$ cat src/rtl/dacld_pkg.sv
package dacld_pkg;

    localparam int WORD_W  = 16;
    localparam int CODE_W  = 12;
    localparam int SPARE_W = WORD_W - CODE_W - 1;
    localparam int CNT_W   = $clog2(WORD_W + 1);
    localparam int N_CHAN  = 2;

    typedef enum logic {
        CH_A = 1'b0,
        CH_B = 1'b1
    } chan_e;

    typedef struct packed {
        chan_e               chan;
        logic [SPARE_W-1:0]  spare;
        logic [CODE_W-1:0]   code;
    } word_t;

    typedef logic [CODE_W-1:0] code_t;

    // Converts the stored code to the straight-binary form seen downstream.
    function automatic code_t present_code(input code_t raw, input logic twos);
        code_t msb;
        msb = '0;
        msb[CODE_W-1] = 1'b1;
        return twos ? (raw ^ msb) : raw;
    endfunction

endpackage

$ cat src/rtl/dacld_sync.sv
module dacld_sync #(
    parameter int       W       = 1,
    parameter int       STAGES  = 2,
    parameter logic [W-1:0] RST_VAL = '0
) (
    input  logic         clk,
    input  logic         rst,
    input  logic [W-1:0] d,
    output logic [W-1:0] q
);
    logic [W-1:0] stg [STAGES];

    always_ff @(posedge clk) begin
        if (rst) stg[0] <= RST_VAL;
        else     stg[0] <= d;
    end

    generate
        for (genvar s = 1; s < STAGES; s++) begin : g_stage
            always_ff @(posedge clk) begin
                if (rst) stg[s] <= RST_VAL;
                else     stg[s] <= stg[s-1];
            end
        end
    endgenerate

    assign q = stg[STAGES-1];
endmodule

$ cat src/rtl/dacld_shifter.sv
module dacld_shifter
    import dacld_pkg::*;
#(
    parameter int WW = WORD_W
) (
    input  logic  clk,
    input  logic  rst,
    input  logic  sclk_s,
    input  logic  frame_n_s,
    input  logic  sdata_s,
    output word_t word_q,
    output logic  word_done
);
    localparam int CW = $clog2(WW + 1);

    logic          sclk_d;
    logic [CW-1:0] cnt;
    logic [WW-1:0] sh;
    logic          fall;

    assign fall = sclk_d & ~sclk_s;

    always_ff @(posedge clk) begin
        if (rst) begin
            sclk_d    <= 1'b1;
            cnt       <= '0;
            sh        <= '0;
            word_done <= 1'b0;
        end else begin
            sclk_d    <= sclk_s;
            word_done <= 1'b0;
            if (frame_n_s) begin
                cnt <= '0;
            end else if (fall && (cnt < CW'(WW))) begin
                sh  <= {sh[WW-2:0], sdata_s};
                cnt <= cnt + 1'b1;
                if (cnt == CW'(WW - 1)) word_done <= 1'b1;
            end
        end
    end

    assign word_q = word_t'(sh[WORD_W-1:0]);
endmodule

$ cat src/rtl/dacld_regs.sv
module dacld_regs
    import dacld_pkg::*;
#(
    parameter int NC = N_CHAN
) (
    input  logic  clk,
    input  logic  rst,
    input  logic  clr_n_s,
    input  logic  load_n_s,
    input  logic  word_done,
    input  word_t word,
    output code_t in_r  [NC],
    output code_t out_r [NC],
    output logic  load_fall
);
    logic load_d;
    logic auto_upd;

    always_ff @(posedge clk) begin
        if (rst) load_d <= 1'b1;
        else     load_d <= load_n_s;
    end

    assign load_fall = load_d & ~load_n_s;
    assign auto_upd  = word_done & ~load_n_s;

    generate
        for (genvar ch = 0; ch < NC; ch++) begin : g_chan
            logic hit;
            assign hit = word_done && (int'(word.chan) == ch);

            always_ff @(posedge clk) begin
                if (rst || !clr_n_s) begin
                    in_r[ch]  <= '0;
                    out_r[ch] <= '0;
                end else begin
                    if (hit) in_r[ch] <= word.code;
                    if (auto_upd)       out_r[ch] <= hit ? word.code : in_r[ch];
                    else if (load_fall) out_r[ch] <= in_r[ch];
                end
            end
        end
    endgenerate
endmodule

$ cat src/rtl/dual_dac_loader.sv
module dual_dac_loader
    import dacld_pkg::*;
#(
    parameter int SYNC_STAGES = 2
) (
    input  logic              clk,
    input  logic              rst,
    input  logic              ser_clk,
    input  logic              ser_frame_n,
    input  logic              ser_data,
    input  logic              load_n,
    input  logic              clr_n,
    input  logic              fmt_twos,
    output logic [CODE_W-1:0] code_a,
    output logic [CODE_W-1:0] code_b
);
    localparam int NPIN = 5;

    logic [NPIN-1:0] pins_raw, pins_s;
    logic  sclk_s, frame_n_s, sdata_s, load_n_s, clr_n_s;
    word_t word;
    logic  word_done;
    logic  load_fall;
    code_t in_r  [N_CHAN];
    code_t out_r [N_CHAN];
    code_t in_a, in_b, out_a, out_b;

    assign pins_raw = {ser_clk, ser_frame_n, ser_data, load_n, clr_n};

    dacld_sync #(
        .W      (NPIN),
        .STAGES (SYNC_STAGES),
        .RST_VAL(5'b11011)
    ) u_sync (
        .clk(clk), .rst(rst), .d(pins_raw), .q(pins_s)
    );

    assign {sclk_s, frame_n_s, sdata_s, load_n_s, clr_n_s} = pins_s;

    dacld_shifter #(.WW(WORD_W)) u_shift (
        .clk      (clk),
        .rst      (rst),
        .sclk_s   (sclk_s),
        .frame_n_s(frame_n_s),
        .sdata_s  (sdata_s),
        .word_q   (word),
        .word_done(word_done)
    );

    dacld_regs #(.NC(N_CHAN)) u_regs (
        .clk      (clk),
        .rst      (rst),
        .clr_n_s  (clr_n_s),
        .load_n_s (load_n_s),
        .word_done(word_done),
        .word     (word),
        .in_r     (in_r),
        .out_r    (out_r),
        .load_fall(load_fall)
    );

    assign in_a  = in_r[0];
    assign in_b  = in_r[1];
    assign out_a = out_r[0];
    assign out_b = out_r[1];

    assign code_a = present_code(out_a, fmt_twos);
    assign code_b = present_code(out_b, fmt_twos);
endmodule

$ cat config.mk
export PLATFORM = sky130hd
export DESIGN_NAME = dual_dac_loader
export DESIGN_NICKNAME = d
export VERILOG_FILES = /design/src/rtl/dacld_pkg.sv /design/src/rtl/dacld_sync.sv /design/src/rtl/dacld_shifter.sv /design/src/rtl/dacld_regs.sv /design/src/rtl/dual_dac_loader.sv
export SDC_FILE = /design/constraint.sdc
export NUM_CORES = 1
export LEC_CHECK = 0
export ABC_CLOCK_PERIOD_IN_PS = 1300
export BUFFER_PORTS_ARGS = -buffer_cell sky130_fd_sc_hd__buf_2
export CORE_UTILIZATION = 50
export CTS_BUF_LIST = sky130_fd_sc_hd__clkbuf_16
export DETAILED_ROUTE_END_ITERATION = 12
export PLACE_DENSITY_LB_ADDON = 0.3
export RECOVER_POWER = 50
export SLEW_MARGIN = 30
export SYNTH_ARGS = -nofsm -noshare
export SYNTH_HDL_FRONTEND = slang
export SYNTH_SLANG_ARGS = --single-unit
$ cat constraint.sdc
create_clock -name clk -period 1.3 [get_ports clk]
set_input_delay 0.26 -clock clk [delete_from_list [all_inputs] [get_ports clk]]
set_output_delay 0.26 -clock clk [all_outputs]
set_load 0.01 [all_outputs]
== After elaboration in Yosys (flattened, before gate mapping) ==
Memories as Yosys holds them, arrays and structs flattened.
Index checks and enable logic that the tools add are counted.
W data, S select, Z words.

* Register bits after elaboration: 72
* Bits in latches: 0
* Bits in writable memories: 10
* ROM bits: 0
* Input bits: 8
* Output and inout port bits: 24
* Logic and storage cells: 48
* Memories kept: 1

{| class="wikitable"
|+ Memory list
! name !! depth !! bits a word !! rd ports !! clocked after Yosys merged registers in !! wr ports !! RTL line !! source
|-
| u_sync.stg || 2 || 5 || 2 || 0 || 2 || dacld_sync.sv:11 || <nowiki>logic [W-1:0] stg [STAGES];</nowiki>
|}

* Add/sub/neg operators: 1
* Multipliers: 0
* Div/mod/pow operators: 0
* $lt $le $gt $ge: 1
* Eq/ne operators: 1
* Shift operators: 0
* Muxes and demuxes: 14
* Bitwise operators: 12
* Reductions and logical operators: 9

{| class="wikitable"
|+ Operators with widths
! cell !! number
|-
| $mux W12 || 8
|-
| $mux W5 || 2
|-
| $not A1 Y1 || 7
|-
| $add A5 B1 Y5 const B || 1
|-
| $eq A5 B4 Y1 const B || 1
|-
| $lt A5 B5 Y1 const B || 1
|-
| $mux W1 || 4
|-
| $and A1 B1 Y1 || 3
|-
| $logic_and A1 B1 Y1 || 3
|-
| $reduce_or A3 Y1 || 1
|-
| $or A1 B1 Y1 || 2
|-
| $reduce_and A2 Y1 || 1
|-
| $reduce_bool A2 Y1 || 1
|-
| $reduce_or A2 Y1 || 1
|-
| $logic_not A1 Y1 || 1
|-
| $logic_or A1 B1 Y1 || 1
|}

== Logic depth before layout (Yosys ltp) ==
Gate-level depths: netlist (run 1).

* Word-level depth: 5
* Gate-level depth with buffers: 6
* Mapped depth without buffers: 5

== Modules after synthesis ==
Synthesis (run 1) repeated with hierarchy kept, for this count alone.

* Cell total of the unflattened synthesis: 320
* Area, all modules: 3205.6 µm²

{| class="wikitable"
|+ By module, submodules not included
! module !! times used !! cells an instance !! area an instance (µm²) !! seq. area each (µm²)
|-
| dacld_regs || 1 || 199 || 2049.5 || 980.9
|-
| dacld_shifter || 1 || 99 || 875.8 || 460.4
|-
| dacld_sync || 1 || 20 || 262.8 || 200.2
|-
| dual_dac_loader || 1 || 2 || 17.5 || 0.0
|}

== Worst setup path after synthesis (run 1) ==
Ideal clock, no wire load.

* Path kind: register -> register
* Start point: reg u_shift.cnt[4]
* End point: reg u_shift.sh[15] (netlist: u_shift.word_q[15])
* Library setup time: 0.132 ns
* Data arrival time: 1.245 ns
* Data required time: 1.168 ns
* Setup slack: -0.077 ns
* Stages on the path, launching flop included: 6
* Buffers on the path: 2
* Period minus slack after synthesis: 1.377 ns
* Cell sequence: dfxtp_1 or4b_1 buf_2 buf_6 nand2_1 a21oi_1

* Word-level cells in the longest chain between the ends: 3

{| class="wikitable"
|+ RTL lines
! element !! RTL line !! source
|-
| from (decl) || dacld_shifter.sv:17 || <nowiki>logic [CW-1:0] cnt;</nowiki>
|-
| from (signal assigned) || dacld_shifter.sv:36 || <nowiki>cnt <= cnt + 1'b1;</nowiki>
|-
| $lt A5 B5 Y1 || dacld_shifter.sv:34 || <nowiki>end else if (fall && (cnt < CW'(WW))) begin</nowiki>
|-
| $logic_and A1 B1 Y1 || dacld_shifter.sv:34 ||
|-
| $reduce_and A2 Y1 (no source line) || -- ||
|-
| to (signal assigned) || dacld_shifter.sv:35 || <nowiki>sh <= {sh[WW-2:0], sdata_s};</nowiki>
|-
| to (decl) || dacld_shifter.sv:18 || <nowiki>logic [WW-1:0] sh;</nowiki>
|}

No other way between the ends.
A chain may end at the register's enable or synchronous reset.

== Worst setup path in the final report (run 1) ==
* Start point: reg u_shift.sh[15] (netlist: u_shift.word_q[15])
* End point: reg u_regs.out_r[2] (netlist bit)

* Word-level cells in the longest chain between the ends: 3

{| class="wikitable"
|+ RTL lines
! element !! RTL line !! source
|-
| $logic_and A1 B1 Y1 || dacld_regs.sv:30 || <nowiki>assign hit = word_done && (int'(word.chan) == ch);</nowiki>
|-
| $mux W12 (2 in series) || dacld_regs.sv:38 || <nowiki>if (auto_upd) out_r[ch] <= hit ? word.code : in_r[ch];</nowiki>
|-
| to (signal, indexed assignment) || dacld_regs.sv:38 ||
|-
| to (signal, indexed assignment) || dacld_regs.sv:39 || <nowiki>else if (load_fall) out_r[ch] <= in_r[ch];</nowiki>
|-
| to (decl) || dacld_regs.sv:13 || <nowiki>output code_t out_r [NC],</nowiki>
|}

No other way between the ends.

==> out/qor.log, run 1 <==
qor: outcome.run_status finished, final reports clean
qor: synth.ys_seq_area_share 48.1%
qor: clock_network.cts.clk_slew.worst_paths 0.06 ns
qor: die.initial_utilization 52.8%
qor: drt.finalWirelength 7.11 mm
qor: global_routing.grt_overflow 0
qor: final_layout.layout.nets 406
qor: global_routing.grt_first_pass_wirelength 11.5 mm
qor: clock_network.worst_skew_late_latency 0.34 ns
qor: clock_network.clock_sinks 82
qor: synth.synth_largest_type_area_fraction 48.1%
qor: timing.unrepaired_setup_endpoints_after_global_routing true
qor: placement.dp_cell_count 457
qor: synth.syn-mean-instance-area 9.40 µm²
qor: setup_path.setup.worst_path.class flop to flop
qor: drt.postRouteAntennaNets 0
qor: run.timing.max_cap.violations 0
qor: power_and_ir_drop.ir_worst_vdd 811 µV
qor: setup_path.worst_ep_required_time 1.53 ns
qor: drt.drt_pass1_iterations 6
qor: die.design.portCount 32
qor: timing.maxSlewViolCount 0
qor: setup_path.critPathArrivalTime 1.51 ns
qor: placement.quantity_of_i_o_buffers_inserted_on_ports 31
qor: timing.final.min_clock_period 1.28 ns
qor: die.die-width 84.6 µm
qor: drt.remaining_drc_errors 0
qor: final_layout.finalNonFillerCells 478
qor: drt.number_of_vias_per_cell_after_detailed_routing 5.57
qor: placement.hpwl 4.66 mm
qor: clock_network.clock_tree.root_cell clkbuf_16
qor: final_layout.areaGrowthSynthToFinish 19.6%
qor: timing.final-setup-viol-count 0
qor: power_and_ir_drop.powerDensity 1340 mW/mm²
qor: setup_path.cp-start-kind flop
qor: timing.achievable-frequency 780 MHz
qor: timing.final.hold.worst_slack 0.104 ns
qor: final_layout.drive_above_1_share 28.2%
qor: drt.drt_first_iter_violations 176
qor: die.std_cell_rows 29
qor: drt.vias 2,662
qor: synth.synth_warnings 0
qor: timing.timing.slew.headroom 76.0%
qor: clock_network.tritoncts done
qor: final_layout.finish.instance_area 0.00408 mm²
qor: clock_network.cts_inserted_buffers 9
qor: clock_network.max_buffers_root_to_sink 2
qor: synth.number_of_nets_produced_by_synthesis 373
qor: synth.syn-cell-area 0.00341 mm²
qor: power_and_ir_drop.p_leak 1.54 nW
qor: synth.cell_types_occupying_the_most_area_after_synthesis dfxtp_1 (48%), nand2_1 (7.2%), buf_4 (5.5%)
qor: setup_path.endpoint_kind flop
qor: die.core-area 0.00646 mm²
qor: timing.final_hold_viol_count 0
qor: global_routing.grt_start_max_net_pins 26
qor: clock_network.clock_tree.htree_level_count 3
qor: placement.dpl-instance-area 0.00363 mm²
qor: worst_hold_path.min_path_type primary input to flop
qor: die.die_h 84.6 µm
qor: final_layout.final_core_util 63.2%
qor: synth.netlist-cell-type-count 43
qor: drt.wire_per_inst 14.9 µm
qor: placement.gp_congestion 0.777
qor: setup_path.critPathMaxFanout 9
qor: timing.final.setup_skew 0.00975 ns
qor: timing.layout_worst_path_cycle_share 98.6%
qor: die.die_area 0.00716 mm²
qor: synth.synth_area_leader_cell dfxtp_1
qor: synth.cell_count_after_synthesis 363
qor: final_layout.insertedDiodeCount 0
qor: global_routing.overall_global_routing_resource_usage 20.8%
qor: synth.ys_seq_elements 82
qor: global_routing.grt_pass1_vias 2,352
qor: global_routing.grt_antenna_before_repair 0
qor: timing.worst_margin_slew 0.355 ns
kinds of logic after synthesis:
kind of cell,Yosys count,share of synthesized area [%]
simple gates,137,20.8
flops,82,48.1
compound gates,68,12.9
buf+inv,46,8.55
mux,24,7.92
xor+xnor,4,1.03
fa+ha+maj,2,0.734
state kept, by name, summed over array words and instances (netlist names):
signal,cells
u_regs.out_r,24
u_regs.load_d,1
u_shift.cnt,5
u_shift.word_q,16
u_shift.word_done,1
u_sync.stg,10
u_regs.in_r,24
u_shift.sclk_d,1
layer usage:
metal | global-route usage, % | wire [µm] | vias up
met3 | 3.93 | 205 | 15
met2 | 32.9 | 3340 | 55
met4 | 11.6 | 198 | 0
met5 | 0 | 0 | -
li1 | - | - | 1304
met1 | 26.9 | 3360 | 1288
metrics by stage:
| step | TNS, ns | power (W) | setup WS (ns) |
|---|---|---|---|
| after floorplan | -0.668 | 0.00274 | -0.0589 |
| after global placement | -3.89 | 0.00280 | -0.210 |
| after detailed placement | -4.78 | 0.00281 | -0.252 |
| after CTS | 0 | 0.00548 | 0.00479 |
| after global routing | -0.126 | 0.00565 | -0.0230 |
| final | 0 | 0.00546 | 0.0183 |
cell usage in the layout (no fill, tap or decap), types with 8 or more instances in the layout:
cell type  count
buf_2         10
clkbuf_1      21
buf_4         29
dfxtp_1       75
and3_1         9
nor2_1        15
and2_1         8
mux2_2        10
clkbuf_16      9
o21ai_0        9
or2_2          9
a221o_1       15
nand2_1       63
mux2i_1        9
a21oi_1       31
repair_timing:
action                     in CTS  in global routing
pin swaps                       5                  3
setup buffers                   2                  2
gates cloned                    0                  1
hold buffers                    0                  0
gates resized for setup        12                 22
setup endpoints to repair      48                 46
power by group:
group / switching, W / internal [W] / total, W
registers: 0.0000155 / 0.00254 / 0.00255
logic: 0.000112 / 0.0000902 / 0.000202
clock network: 0.00103 / 0.00168 / 0.00271
total: 0.00116 / 0.00430 / 0.00546
cells in the mapped netlist, drive strengths merged:
cell type,count
a211oi,2
a21oi,32
a221o,15
and2,9
and3,10
buf,36
clkbuf,8
dfxtp,82
ha,2
inv,2
mux2,15
mux2i,9
nand2,66
nand2b,4
nand4,1
nand4bb,1
nor2,17
nor2b,4
nor3,8
nor3b,2
nor4b,1
nor4bb,1
o21a,1
o21ai,9
o21ba,1
o21bai,1
o22ai,7
or2,10
or3,1
or3b,1
or4b,1
xnor2,2
xor2,2
critical path, stage by stage, from the launching register on:
cell and delay [ns]:
dfxtp_4 0.38, nand2_8 0.12, mux2_2 0.35, a221o_1 0.32
layout make-up:
type	instances	area (µm²)
well taps	77	96.3
flip-flops and latches	82	1660
inverters	2	7.51
clock inverters	7	93.8
clock buffers	9	225
fillers	523	2380
repair buffers	66	440
multi-input cells	235	1560
final timing paths:
check                                        from                            to  slack (ns)  cells past startpoint
setup / recovery  u_shift.word_q[15]$_SDFFE_PP0P_  u_regs.out_r[2]$_SDFFE_PP0P_        0.02                      3
hold / removal                              clr_n   u_sync.stg[0][0]$_SDFF_PP1_        0.10                      2
setup reg to reg  u_shift.word_q[15]$_SDFFE_PP0P_  u_regs.out_r[2]$_SDFFE_PP0P_        0.02                      3
hold reg to reg       u_sync.stg[0][3]$_SDFF_PP1_   u_sync.stg[1][3]$_SDFF_PP1_        0.41                      1
Power figures use the tool's default switching activity.
==> inputs of run 2 (changes only) <==
--- a/config.mk
+++ b/config.mk
@@ -6,10 +6,10 @@
 export NUM_CORES = 1
 export LEC_CHECK = 0
 export ABC_CLOCK_PERIOD_IN_PS = 1300
-export BUFFER_PORTS_ARGS = -buffer_cell sky130_fd_sc_hd__buf_2
 export CORE_UTILIZATION = 50
 export CTS_BUF_LIST = sky130_fd_sc_hd__clkbuf_16
 export DETAILED_ROUTE_END_ITERATION = 12
+export DONT_BUFFER_PORTS = 1
 export PLACE_DENSITY_LB_ADDON = 0.3
 export RECOVER_POWER = 50
 export SLEW_MARGIN = 30
==> out/qor.log, run 2 (synthesis results as in run 1) <==
qor: outcome.run_status finished with violations
qor: outcome.violations DRC
qor: clock_network.max_buffers_root_to_sink 2 [unchanged]
qor: timing.final.min_clock_period 1.30 ns [+0.0162 ns]
qor: drt.postRouteAntennaNets 0 [unchanged]
qor: final_layout.top_library_cells_by_usage_in_the_layout_fill_and_taps_aside dfxtp_1 (74), nand2_1 (65), a21oi_1 (32), buf_4 (25)
qor: global_routing.grt_antenna_before_repair 0 [unchanged]
qor: clock_network.clock_sinks 82 [unchanged]
qor: setup_path.critPathArrivalTime 1.52 ns [about the same]
qor: global_routing.grt_start_max_net_pins 37 [+42%]
qor: final_layout.insertedDiodeCount 0 [unchanged]
qor: setup_path.setup.worst_path.class flop to flop
qor: clock_network.worst_skew_late_latency 0.33 ns [about the same]
qor: clock_network.clock_tree.htree_level_count 3 [unchanged]
qor: timing.timing.slew.headroom 55.9% [-20 points]
qor: placement.hpwl 4.43 mm [-4.9%]
qor: timing.final-setup-viol-count 0 [unchanged]
qor: final_layout.drive_above_1_share 24.5% [-3.7 points]
qor: drt.remaining_drc_errors 4 [+4]
qor: timing.unrepaired_setup_endpoints_after_global_routing true
qor: power_and_ir_drop.ir_worst_vdd 761 µV [-6.2%]
qor: timing.maxSlewViolCount 0 [unchanged]
qor: final_layout.finalNonFillerCells 444 [-7.1%]
qor: drt.met2RoutedLength 3.16 mm [-5.4%]
qor: die.die_h 84.6 µm [unchanged]
qor: setup_path.worst_ep_required_time 1.52 ns [about the same]
qor: run.timing.max_cap.violations 0 [unchanged]
qor: timing.layout_worst_path_cycle_share 99.8% [+1.2 points]
qor: power_and_ir_drop.total_power 0.00491 W [-10%]
qor: final_layout.areaGrowthSynthToFinish 13.0%
qor: global_routing.grt_overflow 0 [unchanged]
qor: die.std_cell_rows 29 [unchanged]
qor: setup_path.timing.critical_path.from u_shift.word_done$_SDFF_PP0_
qor: power_and_ir_drop.p_leak 1.44 nW [-6.9%]
qor: final_layout.final_core_util 59.7% [-3.5 points]
qor: final_layout.layout.nets 373 [-8.1%]
qor: drt.wire_per_inst 15.0 µm [+1.2%]
qor: clock_network.tritoncts done
qor: drt.vias 2,428 [-8.8%]
qor: worst_hold_path.min_path_type primary input to flop
qor: setup_path.number_of_cells_traversed_by_the_worst_register_to_register_path 3 [unchanged]
qor: setup_path.regToRegEndpoint u_regs.out_r[3]$_SDFFE_PP0P_
qor: die.initial_utilization 52.8% [unchanged]
qor: timing.worst_margin_slew 0.660 ns [+0.305 ns]
qor: global_routing.grt_pass1_vias 2,238 [-4.8%]
qor: drt.finalWirelength 6.68 mm [-6.0%]
qor: setup_path.cp-start-kind flop
qor: clock_network.clock_tree.root_cell clkbuf_16
qor: die.die-width 84.6 µm [unchanged]
qor: worst_hold_path.timing.hold.worst.start load_n
qor: timing.final_hold_viol_count 0 [unchanged]
qor: timing.final.setup_skew 0.00773 ns [-0.00202 ns]
qor: drt.met3RoutedLength 242 µm [+18%]
qor: worst_hold_path.worst_hold_path.endpoint u_sync.stg[0][1]$_SDFF_PP1_
qor: die.design.portCount 32 [unchanged]
qor: power_and_ir_drop.powerDensity 1270 mW/mm² [-4.9%]
qor: setup_path.ff2ff_setup_slack 0.002 ns [-0.02 ns]
qor: timing.achievable-frequency 771 MHz [-1.2%]
qor: setup_path.critPathMaxFanout 10 [+1]
qor: clock_network.cts.clk_slew.worst_paths 0.06 ns [about the same]
qor: final_layout.layout_commonest_cell dfxtp_1
qor: setup_path.endpoint_kind flop
qor: die.core-area 0.00646 mm² [unchanged]
qor: placement.gp_congestion 0.808 [+3.9%]
qor: worst_hold_path.hold_depth 1 [-1]
qor: drt.top_layer_used met4
qor: placement.quantity_of_i_o_buffers_inserted_on_ports 0 [-100%]
qor: die.die_area 0.00716 mm² [unchanged]
qor: global_routing.overall_global_routing_resource_usage 20.1% [-0.72 points]
qor: placement.dp_cell_count 420 [-8.1%]
qor: drt.m1WireLength 3.19 mm [-5.0%]
qor: setup_path.crit-reg2reg-launch u_shift.word_done$_SDFF_PP0_
qor: clock_network.cts_inserted_buffers 9 [unchanged]
qor: drt.drt_pass1_iterations 10 [+4]
qor: drt.drt_first_iter_violations 151 [-14%]
qor: drt.number_of_vias_per_cell_after_detailed_routing 5.47 [-1.8%]
qor: global_routing.grt_first_pass_wirelength 11.1 mm [-2.9%]
run 2: power breakdown:
group	switching (W)	internal (W)	leakage, nW
clock network	0.000932	0.00125	0.129
logic	0.0000887	0.0000779	0.643
registers	0.0000205	0.00254	0.666
total	0.00104	0.00387	1.44
run 2: metal layers:
metal  GRT usage, %  vias up
met5              0        -
met3           5.21        6
li1               -     1227
met2           31.2       45
met1           26.5     1150
met4           8.78        0
run 2: worst max path at each step:
stage	end	slack [ns]
floorplan	u_shift.word_q[15]$_SDFFE_PP0P_	-0.06
global placement	u_regs.out_r[6]$_SDFFE_PP0P_	-0.25
detailed placement	u_regs.out_r[7]$_SDFFE_PP0P_	-0.30
CTS	u_regs.out_r[7]$_SDFFE_PP0P_	0.0007
global route	u_regs.out_r[1]$_SDFFE_PP0P_	-0.04
finish	u_regs.out_r[3]$_SDFFE_PP0P_	0.002
run 2: critical path, cell delays in order, from the launching register on:
cell and delay (ns):
dfxtp_4 0.40, nand2_8 0.11, mux2_2 0.36, a221o_1 0.32
run 2: what timing repair did:
item	in CTS	in global routing
hold endpoints to repair	20	18
setup buffers	3	1
endpoints found under the setup margin	49	27
cloned	0	1
pin swaps	2	6
gates resized for setup	11	13
hold buffers	2	2
run 2: layout make-up:
class	instances	area, µm²
clock buffers	9	225
repair buffers	33	290
inverters	2	7.51
multi-input cells	235	1550
fillers	563	2610
flip-flops and latches	82	1660
well taps	77	96.3
clock inverters	6	27.5
run 2: through the flow:
| stage | instance area (µm²) | hold slack [ns] | worst slack [ns] | TNS (ns) |
|---|---|---|---|---|
| 2_1_floorplan | 3430 | 0.364 | -0.0589 | -0.668 |
| 3_3_place_gp | 3420 | 0.333 | -0.251 | -5.26 |
| 4_1_cts | 3770 | -0.0168 | 0.000678 | 0 |
| 3_5_place_dp | 3420 | 0.334 | -0.302 | -7.39 |
| 6_report | 3850 | 0.0303 | 0.00215 | 0 |
| 5_1_grt | 3850 | 0.0202 | -0.0394 | -0.427 |
==> inputs of run 3 (changes only) <==
--- a/config.mk
+++ b/config.mk
@@ -12,6 +12,7 @@
 export DONT_BUFFER_PORTS = 1
 export PLACE_DENSITY_LB_ADDON = 0.3
 export RECOVER_POWER = 50
+export SETUP_SLACK_MARGIN = 0.02
 export SLEW_MARGIN = 30
 export SYNTH_ARGS = -nofsm -noshare
 export SYNTH_HDL_FRONTEND = slang
==> out/qor.log, run 3 (synthesis results as in run 1) <==
qor: die.die-width 84.6 µm [unchanged]
qor: timing.timing.slew.headroom 79.1% [+23 points]
qor: placement.quantity_of_i_o_buffers_inserted_on_ports 0 [unchanged]
qor: setup_path.timing.critical_path.from u_sync.stg[1][4]$_SDFF_PP1_
qor: global_routing.grt_pass1_vias 2,360 [+5.5%]
qor: worst_hold_path.timing.hold.worst.start rst
qor: run.timing.max_cap.violations 0 [unchanged]
qor: clock_network.cts.clk_slew.worst_paths 0.06 ns [about the same]
qor: power_and_ir_drop.total_power 0.00516 W [+5.2%]
qor: worst_hold_path.hold_depth 1 [unchanged]
qor: placement.dpl-instance-area 0.00344 mm² [+0.59%]
qor: timing.final.min_clock_period 1.28 ns [-0.0186 ns]
qor: power_and_ir_drop.cellInternalPower 0.00408 W [+5.6%]
qor: global_routing.met1_usage 24.8% [-1.7 points]
qor: power_and_ir_drop.net-switching-power 0.00108 W [+3.6%]
qor: setup_path.cp-start-kind flop
qor: outcome.violations DRC, hold timing
qor: clock_network.cts_inserted_buffers 9 [unchanged]
qor: setup_path.regToRegEndpoint u_shift.word_q[15]$_SDFFE_PP0P_
qor: die.die_area 0.00716 mm² [unchanged]
qor: global_routing.grt_met3_usage 3.74% [-1.5 points]
qor: worst_hold_path.min_path_type primary input to flop
qor: drt.wire_per_inst 15.7 µm [+4.2%]
qor: setup_path.crit-reg2reg-launch u_sync.stg[1][4]$_SDFF_PP1_
qor: clock_network.worst_skew_late_latency 0.33 ns [about the same]
qor: drt.postRouteAntennaNets 0 [unchanged]
qor: clock_network.cts.hold.buffers_added 2 [unchanged]
qor: setup_path.critPathArrivalTime 1.50 ns [-0.02 ns]
qor: drt.drt_first_iter_violations 152 [+0.66%]
qor: power_and_ir_drop.ir_worst_vdd 823 µV [+8.2%]
qor: final_layout.drive_above_1_share 29.8% [+5.3 points]
qor: power_and_ir_drop.power_frac_clock 47.2% [+2.7 points]
qor: final_layout.top_library_cells_by_usage_in_the_layout_fill_and_taps_aside dfxtp_1 (74), nand2_1 (60), a21oi_1 (27), buf_4 (20)
qor: setup_path.setup.worst_path.class flop to flop
qor: global_routing.gr-usage-met2 34.2% [+3.0 points]
qor: timing.unrepaired_setup_endpoints_after_global_routing true
qor: clock_network.clock_sinks 82 [unchanged]
qor: power_and_ir_drop.p_leak 1.48 nW [+3.0%]
qor: timing.final-setup-viol-count 0 [unchanged]
qor: die.design.portCount 32 [unchanged]
qor: drt.remaining_drc_errors 2 [-2]
qor: clock_network.clock_tree.root_cell clkbuf_16
qor: global_routing.overall_global_routing_resource_usage 20.3% [+0.21 points]
qor: drt.number_of_vias_per_cell_after_detailed_routing 5.51 [+0.84%]
qor: placement.hpwl 4.48 mm [+1.1%]
qor: placement.gp_congestion 0.756 [-6.3%]
qor: timing.maxSlewViolCount 0 [unchanged]
qor: drt.finalWirelength 6.94 mm [+3.9%]
qor: clock_network.max_buffers_root_to_sink 2 [unchanged]
qor: clock_network.clock_tree.htree_level_count 3 [unchanged]
qor: outcome.run_status finished with violations
qor: global_routing.grt_start_max_net_pins 37 [unchanged]
qor: timing.final.hold.worst_slack -0.00763 ns [-0.0380 ns]
qor: die.initial_utilization 52.8% [unchanged]
qor: setup_path.cp_slowest_cell or4b_4
qor: final_layout.finish.instance_area 0.00399 mm² [+3.5%]
qor: final_layout.final.fill_count 533 [-5.3%]
qor: setup_path.worst_ep_required_time 1.52 ns [about the same]
qor: setup_path.cp_cell_sequence or4b_4 > buf_6 > nand2_1 > a21oi_1
qor: power_and_ir_drop.powerDensity 1290 mW/mm² [+1.7%]
qor: power_and_ir_drop.power.combinational.fraction 3.3% [about the same]
qor: worst_hold_path.worst_hold_path.endpoint u_shift.word_q[0]$_SDFFE_PP0P_
qor: setup_path.endpoint_kind flop
qor: timing.layout_worst_path_cycle_share 98.4% [-1.4 points]
qor: global_routing.grt_first_pass_wirelength 11.4 mm [+2.0%]
qor: timing.final.setup_skew 0.00759 ns [-0.000146 ns]
qor: clock_network.tritoncts done
qor: global_routing.grt_most_used_layer met2
qor: die.core-area 0.00646 mm² [unchanged]
qor: global_routing.grt_overflow 0 [unchanged]
qor: setup_path.cpPeakStageDelay 0.56 ns [+0.16 ns]
qor: setup_path.critPathMaxFanout 8 [-2]
qor: timing.achievable-frequency 782 MHz [+1.5%]
qor: final_layout.areaGrowthSynthToFinish 16.9%
qor: drt.drt_pass1_iterations 10 [unchanged]
qor: timing.final_hold_viol_count 4 [+4]
qor: timing.worst_margin_slew 0.314 ns [-0.346 ns]
qor: die.die_h 84.6 µm [unchanged]
qor: setup_path.ff2ff_setup_slack 0.02 ns [+0.02 ns]
qor: die.std_cell_rows 29 [unchanged]
qor: setup_path.number_of_cells_traversed_by_the_worst_register_to_register_path 4 [+1]
qor: final_layout.layout_commonest_cell dfxtp_1
qor: final_layout.insertedDiodeCount 0 [unchanged]
qor: final_layout.layout.nets 372 [-0.27%]
qor: drt.vias 2,443 [+0.62%]
qor: global_routing.grt_antenna_before_repair 0 [unchanged]
qor: power_and_ir_drop.power.share.sequential 49.5% [-2.6 points]
qor: power_and_ir_drop.swShare 20.9% [-0.32 points]
## run 3: power groups by stage
stage	registers (W)	logic [W]	clock network, W
detailed placement	0.00262	0.000139	0
finish	0.00256	0.000168	0.00244
global route	0.00256	0.000184	0.00260
floorplan	0.00261	0.000131	0
global placement	0.00262	0.000137	0
CTS	0.00256	0.000151	0.00249
## run 3: final cells by class
class | instances | area (µm²) | area share [%]
sequential | 82 | 1660 | 41.6
multi-input combinational | 236 | 1640 | 41.2
timing repair buffer | 31 | 298 | 7.47
clock buffer | 9 | 225 | 5.65
tap | 77 | 96.3 | 2.42
clock inverter | 6 | 60.1 | 1.51
inverter | 2 | 7.51 | 0.188
## run 3: repair_timing
| action | 4_1_cts | 5_1_grt |
|---|---|---|
| resized for setup | 13 | 47 |
| gates cloned | 1 | 1 |
| setup buffers | 2 | 1 |
| pin swaps | 5 | 12 |
| setup endpoints to repair | 46 | 44 |
| hold endpoints to repair | 19 | 18 |
## run 3: metal layers
metal | wire (µm) | vias to the layer above
li1 | - | 1225
met1 | 3180 | 1155
met2 | 3400 | 50
met3 | 203 | 13
met4 | 161 | 0
met5 | 0 | -
## run 3: critical path, delay by kind of cell, from the launching register on
family,cells,cell delay (ns)
buffers and inverters,1,0.16
DFF,1,0.32
and+or+nand+nor,2,0.63
AOI/OAI and AO/OA,1,0.06
## run 3: worst max path at each step
| stage | end | slack [ns] | cells past startpoint |
|---|---|---|---|
| 6_report | u_shift.word_q[15]$_SDFFE_PP0P_ | 0.02 | 4 |
| 4_1_cts | u_regs.out_r[23]$_SDFFE_PP0P_ | 0.0007 | 4 |
| 3_3_place_gp | u_regs.out_r[7]$_SDFFE_PP0P_ | -0.25 | 3 |
| 5_1_grt | u_shift.word_q[9]$_SDFFE_PP0P_ | -0.02 | 4 |
| 3_5_place_dp | u_regs.out_r[15]$_SDFFE_PP0P_ | -0.30 | 3 |
| 2_1_floorplan | u_shift.word_q[0]$_SDFFE_PP0P_ | -0.06 | 5 |
## run 3: through the flow
step / hold slack [ns] / TNS [ns] / util, % / setup WS, ns / instances
detailed placement: 0.335 / -7.24 / 53.3 / -0.301 / 421
finish: -0.00763 / 0 / 61.7 / 0.0208 / 443
global placement: 0.333 / -5.45 / 53.3 / -0.246 / 421
CTS: -0.0173 / 0 / 59.3 / 0.000692 / 441
floorplan: 0.364 / -0.669 / - / -0.0578 / 363
global route: -0.0219 / -0.103 / 61.7 / -0.0152 / 443
